==> config.mk <==
export PLATFORM = sky130hd
export DESIGN_NAME = flash_cmd_decoder
export DESIGN_NICKNAME = d
export VERILOG_FILES = /design/src/rtl/flash_cmd_decoder.sv
export SDC_FILE = /design/constraint.sdc
export NUM_CORES = 2
export LEC_CHECK = 0
export BUFFER_PORTS_ARGS = -buffer_cell sky130_fd_sc_hd__buf_4
export CORE_AREA = 2 2 437 439
export CTS_CLUSTER_SIZE = 24
export DETAILED_ROUTE_END_ITERATION = 10
export DIE_AREA = 0 0 439 441
export SLEW_MARGIN = 5
export SYNTH_ARGS = -nofsm -noshare
export SYNTH_HDL_FRONTEND = slang
export SYNTH_SLANG_ARGS = --single-unit
==> constraint.sdc <==
create_clock -name clk -period 6 [get_ports clk]
set_input_delay 1.2 -clock clk [delete_from_list [all_inputs] [get_ports clk]]
set_output_delay 1.2 -clock clk [all_outputs]
set_load 0.02 [all_outputs]
==> src/rtl/flash_cmd_decoder.sv <==
module flash_cmd_decoder #(
  parameter int          MEM_AW   = 5,
  parameter logic [15:0] BOOT_END = 16'h1FFF,
  parameter logic [15:0] MFR_ID   = 16'h00C5,
  parameter logic [15:0] DEV_ID   = 16'h00A7
) (
  input  logic        clk,
  input  logic        rst_n,
  input  logic        wr_en,
  input  logic [15:0] wr_addr,
  input  logic [15:0] wr_data,
  input  logic [15:0] rd_addr,
  output logic [15:0] rd_data,
  output logic        id_mode,
  output logic        boot_locked,
  output logic        prog_pulse,
  output logic        chip_erase_pulse,
  output logic        main_erase_pulse,
  output logic        lock_pulse
);
  localparam int HALF  = 2 ** MEM_AW;
  localparam int DEPTH = 2 * HALF;
  localparam logic [15:0] KEY_A = 16'h5555;
  localparam logic [15:0] KEY_B = 16'h2AAA;

  typedef enum logic [2:0] {S_IDLE, S_U1, S_U2, S_PROG, S_E3, S_E4, S_E5} st_t;

  st_t         state;
  logic [15:0] mem [DEPTH];

  function automatic logic [MEM_AW:0] to_idx(input logic [15:0] a);
    return {a > BOOT_END, a[MEM_AW-1:0]};
  endfunction

  wire [7:0]        cd      = wr_data[7:0];
  wire              at_a    = wr_addr == KEY_A;
  wire              at_b    = wr_addr == KEY_B;
  wire              wr_boot = wr_addr <= BOOT_END;
  wire [MEM_AW:0]   wr_idx  = to_idx(wr_addr);
  wire [MEM_AW:0]   rd_idx  = to_idx(rd_addr);

  wire last_six = wr_en && state == S_E5 && at_a;
  wire do_prog  = wr_en && state == S_PROG && !(wr_boot && boot_locked);
  wire do_chip  = last_six && cd == 8'h10;
  wire do_main  = last_six && cd == 8'h30;
  wire do_lock  = last_six && cd == 8'h40;

  always_ff @(posedge clk or negedge rst_n) begin
    if (!rst_n) begin
      state   <= S_IDLE;
      id_mode <= 1'b0;
    end else if (wr_en) begin
      state <= S_IDLE;
      case (state)
        S_IDLE: begin
          if (at_a && cd == 8'hAA) state <= S_U1;
          else if (cd == 8'hF0)    id_mode <= 1'b0;
        end
        S_U1: if (at_b && cd == 8'h55) state <= S_U2;
        S_U2: if (at_a) begin
          case (cd)
            8'hA0:   state <= S_PROG;
            8'h80:   state <= S_E3;
            8'h90:   id_mode <= 1'b1;
            8'hF0:   id_mode <= 1'b0;
            default: ;
          endcase
        end
        S_E3: if (at_a && cd == 8'hAA) state <= S_E4;
        S_E4: if (at_b && cd == 8'h55) state <= S_E5;
        default: ;
      endcase
    end
  end

  always_ff @(posedge clk or negedge rst_n) begin
    if (!rst_n) begin
      boot_locked      <= 1'b0;
      prog_pulse       <= 1'b0;
      chip_erase_pulse <= 1'b0;
      main_erase_pulse <= 1'b0;
      lock_pulse       <= 1'b0;
    end else begin
      if (do_lock) boot_locked <= 1'b1;
      prog_pulse       <= do_prog;
      chip_erase_pulse <= do_chip;
      main_erase_pulse <= do_main;
      lock_pulse       <= do_lock;
    end
  end

  always_ff @(posedge clk or negedge rst_n) begin
    if (!rst_n) begin
      for (int i = 0; i < DEPTH; i++) mem[i] <= 16'hFFFF;
    end else begin
      if (do_prog) mem[wr_idx] <= mem[wr_idx] & wr_data;
      for (int i = 0; i < DEPTH; i++)
        if ((do_chip && (i >= HALF || !boot_locked)) || (do_main && i >= HALF))
          mem[i] <= 16'hFFFF;
    end
  end

  always_comb begin
    if (!id_mode)                rd_data = mem[rd_idx];
    else if (rd_addr == 16'h0000) rd_data = MFR_ID;
    else if (rd_addr == 16'h0001) rd_data = DEV_ID;
    else if (rd_addr == 16'h0002) rd_data = {15'b0, boot_locked};
    else                          rd_data = 16'h0000;
  end


  one_strobe_chk: assert property (@(posedge clk) disable iff (!rst_n)
    $onehot0({prog_pulse, chip_erase_pulse, main_erase_pulse, lock_pulse}));


  lock_sticky_chk: assert property (@(posedge clk) disable iff (!rst_n)
    $past(boot_locked) |-> boot_locked);


  prog_and_chk: assert property (@(posedge clk) disable iff (!rst_n)
    prog_pulse |-> mem[$past(wr_idx)] == ($past(mem[wr_idx]) & $past(wr_data)));


  boot_guard_chk: assert property (@(posedge clk) disable iff (!rst_n)
    (wr_en && state == S_PROG && wr_boot && boot_locked)
      |=> (!prog_pulse && mem[$past(wr_idx)] == $past(mem[wr_idx])));


  main_erase_chk: assert property (@(posedge clk) disable iff (!rst_n)
    main_erase_pulse |-> (mem[0] == $past(mem[0]) && mem[HALF] == 16'hFFFF));


  chip_erase_chk: assert property (@(posedge clk) disable iff (!rst_n)
    (chip_erase_pulse && !boot_locked) |-> (mem[0] == 16'hFFFF && mem[DEPTH-1] == 16'hFFFF));


  id_entry_chk: assert property (@(posedge clk) disable iff (!rst_n)
    $rose(id_mode) |-> $past(wr_en && state == S_U2 && cd == 8'h90));


  id_exit_chk: assert property (@(posedge clk) disable iff (!rst_n)
    $fell(id_mode) |-> $past(wr_en && cd == 8'hF0));
endmodule

==> flow_summary.yaml <==
detailed_routing:
  drt-initial-drc-count: 5938
  antenna_left: 0
  wl_met1_um: 79600
  dr_total_vias: 45410
  route.detailed.drc: 0
  wl_met2_um: 93620
  routed.top_layer: "met5"
  finalWirelength_um: 210400
  met3WireLength_um: 20770
  viasPerCell: 6.101
  drt-wirelength-per-cell_um: 28.27
  drtPass1Iterations: 7
yosys:
  synth_top_area_share_pct: 47.73
  ys_warn_count: 0
  synth.area.top_cells: "dfstp_2 (48%), mux4_2 (17%), o21ai_0 (15%)"
  synth-seq-area-share_pct: 48.13
  synth_area_leader_cell: "dfstp_2"
  yosysUniqueCellTypes: 59
  synth_cells: 5028
  synth_ff_type: "dfstp_2"
  ys_async_sr_fraction_pct: 100.0
  ys_ff_latch: 1033
  syn_area_um2: 56370
  avgSynthCellArea_um2: 11.21
  synth_edf_count: 0
  synth.net_count: 5079
cts:
  clock-sinks: 1033
  cts_buffers: 109
  cts_setup_buffers: 0
  postCtsHoldBufs: 0
  insertion_delay_ps: 790
  cts_tree: "done"
  cts.clk_slew.worst_paths_ps: 70
  cts_resized: 0
  cts_buffer_depth: 3
  cts-root-buf: "clkbuf_16"
  htreeDepth: 3
worst_setup_path:
  crit_path_end_kind: "output port"
  critical_path_arrival_ps: 4850
  path_class: "in2out"
  reg2reg_slack_ps: 2740
  startpoint_type: "primary input"
  crit_fanout: 58
  cp.required_ps: 4800
cells_and_area:
  final_layout_size_suffix_gt1_share_pct: 40.97
  area_growth_pct: 13.15
  finish.net_count: 4892
timing:
  max_slew_margin_pct: 22.80
  tns_ps: -51.68
  setup_viol: 1
  period_share_pct: 100.9
  rsz0062_at_grt: "false"
  worstMarginPinSlew_ps: 1157
  max_freq_ghz: 0.1652
  holdWs_ps: 543.4
  hold_viol_final: 0
  fin_ws_ps: -51.68
  clock_skew_ps: 65.79
  period_minus_slack_ps: 6052
  slew_viol_final: 0
power:
  switching_power_w: 0.004039
  irDropWorstVdd_mv: 0.2460
  leakage_nw: 21.99
  clkPwrFrac_pct: 45.8
  internal_power_w: 0.01170
  power-per-cell-area_nw_per_um2: 246.8
  p_comb_share_pct: 8.4
  p_seq_share_pct: 45.8
  p_sw_share_pct: 25.66
worst_hold_path:
  min_path_type: "in2async"
floorplan:
  die_x_um: 439
  fp-row-count: 160
  num_io_pins: 73
  core_area_um2: 189200
  dieHeight_um: 441
  initial_utilization_pct: 29.80
  die_area_um2: 193600
grt:
  grt_pass1_wl_um: 309200
  grt_pass1_vias: 43730
  grt_usage_pct: 21.28
  grt.overflow.total: 0
  antenna_found_initial: 5
  grt_start_max_net_pins: 188
placed_design:
  dp_hpwl_um: 132300
  gp_congestion: 0.9163
  io_buffers: 72
status:
  violations: "setup timing"
  outcome: "finished with violations"
flow_run:
  cap_violations: 0
[critical path, stage by stage]
cell and delay (ps):
buf_8 500, mux4_2 600, mux4_2 560, a21oi_1 820, o311ai_0 620, buf_4 330
[area by class of cell]
cell class | instances | area [um^2]
fillers | 18550 | 125400
flip-flops and latches | 1033 | 27130
multi-input cells | 3385 | 26910
clock buffers | 157 | 3218
well taps | 2511 | 3142
repair buffers | 310 | 2786
clock inverters | 41 | 579.3
diodes | 4 | 10.01
inverters | 2 | 7.507
[power groups by stage]
stage | clock (W) | combinational, W | sequential (W)
after detailed placement | 0 | 0.00131 | 0.00730
final | 0.00721 | 0.00133 | 0.00721
after global placement | 0 | 0.00130 | 0.00730
after global routing | 0.00758 | 0.00139 | 0.00721
after floorplan | 0 | 0.000698 | 0.00728
after CTS | 0.00729 | 0.00131 | 0.00720
[per-stage QoR]
stage	setup WS [ps]	util, %	total power [W]	std cells	area (um^2)
2_1_floorplan	1306	-	0.007974	5028	56370
3_3_place_gp	370.9	31.71	0.008596	7241	59980
3_5_place_dp	392.9	31.71	0.008610	7241	59980
4_1_cts	395.7	33.71	0.01580	7439	63780
5_1_grt	110.4	33.72	0.01618	7442	63790
6_report	-51.68	33.72	0.01574	7443	63790
[final timing paths]
kind / from / to / cells past startpoint
max: rd_addr[1] / rd_data[6] / 6
min: rst_n / id_mode$_DFFE_PN0P_ / 1
max reg2reg: mem[719]$_DFFE_PN1P_ / mem[975]$_DFFE_PN1P_ / 6
min reg2reg: mem[650]$_DFFE_PN1P_ / mem[650]$_DFFE_PN1P_ / 2
max in group asynchronous: rst_n / mem[127]$_DFFE_PN1P_ / 2
min in group clk: mem[650]$_DFFE_PN1P_ / mem[650]$_DFFE_PN1P_ / 2
[cell usage in the layout (no fill, tap or decap), types with 36 or more instances in the layout]
master	count
a21oi_1	119
a22oi_1	144
buf_4	270
clkbuf_16	109
dfstp_2	1024
mux2_2	36
mux2i_1	266
mux4_2	422
nand2_1	94
nand3_1	43
nor3_1	104
o211ai_1	56
o21ai_0	1696
o21ai_1	169
[per-layer routing]
metal,vias to the layer above,GRT usage (%)
met2,2787,31.94
met3,613,4.599
met1,23240,27.24
li1,18770,-
met5,-,0
met4,4,15.11
[flip-flops by register name, indices dropped and copies added (netlist names)]
| signal | cells |
|---|---|
| mem | 1024 |
| state | 3 |
| boot_locked | 1 |
| chip_erase_pulse | 1 |
| id_mode | 1 |
| lock_pulse | 1 |
| main_erase_pulse | 1 |
| prog_pulse | 1 |
[cells by family after synthesis]
logic type | share of synthesized area [%]
flops | 48.13
mux | 22.30
buf+inv | 4.612
compound gates | 21.31
simple gates | 3.653
[synth_stat cells (4+ instances only)]
master / count
o22ai_1: 17
nor2_1: 36
buf_6: 10
and3_1: 7
nor4b_1: 4
nor4_1: 11
dfstp_2: 1024
a21oi_1: 119
o21ai_1: 184
nor2b_1: 18
and2_1: 5
or3_1: 18
mux2i_1: 266
nand2_1: 94
buf_2: 166
a32oi_1: 5
nand3_1: 43
a22oi_1: 144
nor3_1: 106
mux4_2: 422
dfrtp_1: 9
o211ai_1: 56
nand4_1: 21
clkbuf_1: 408
nand2b_1: 8
a211oi_1: 12
buf_1: 20
mux2_2: 36
o21ai_0: 1696
o2111ai_1: 15
Note: power is estimated with default switching activity, not from simulation.
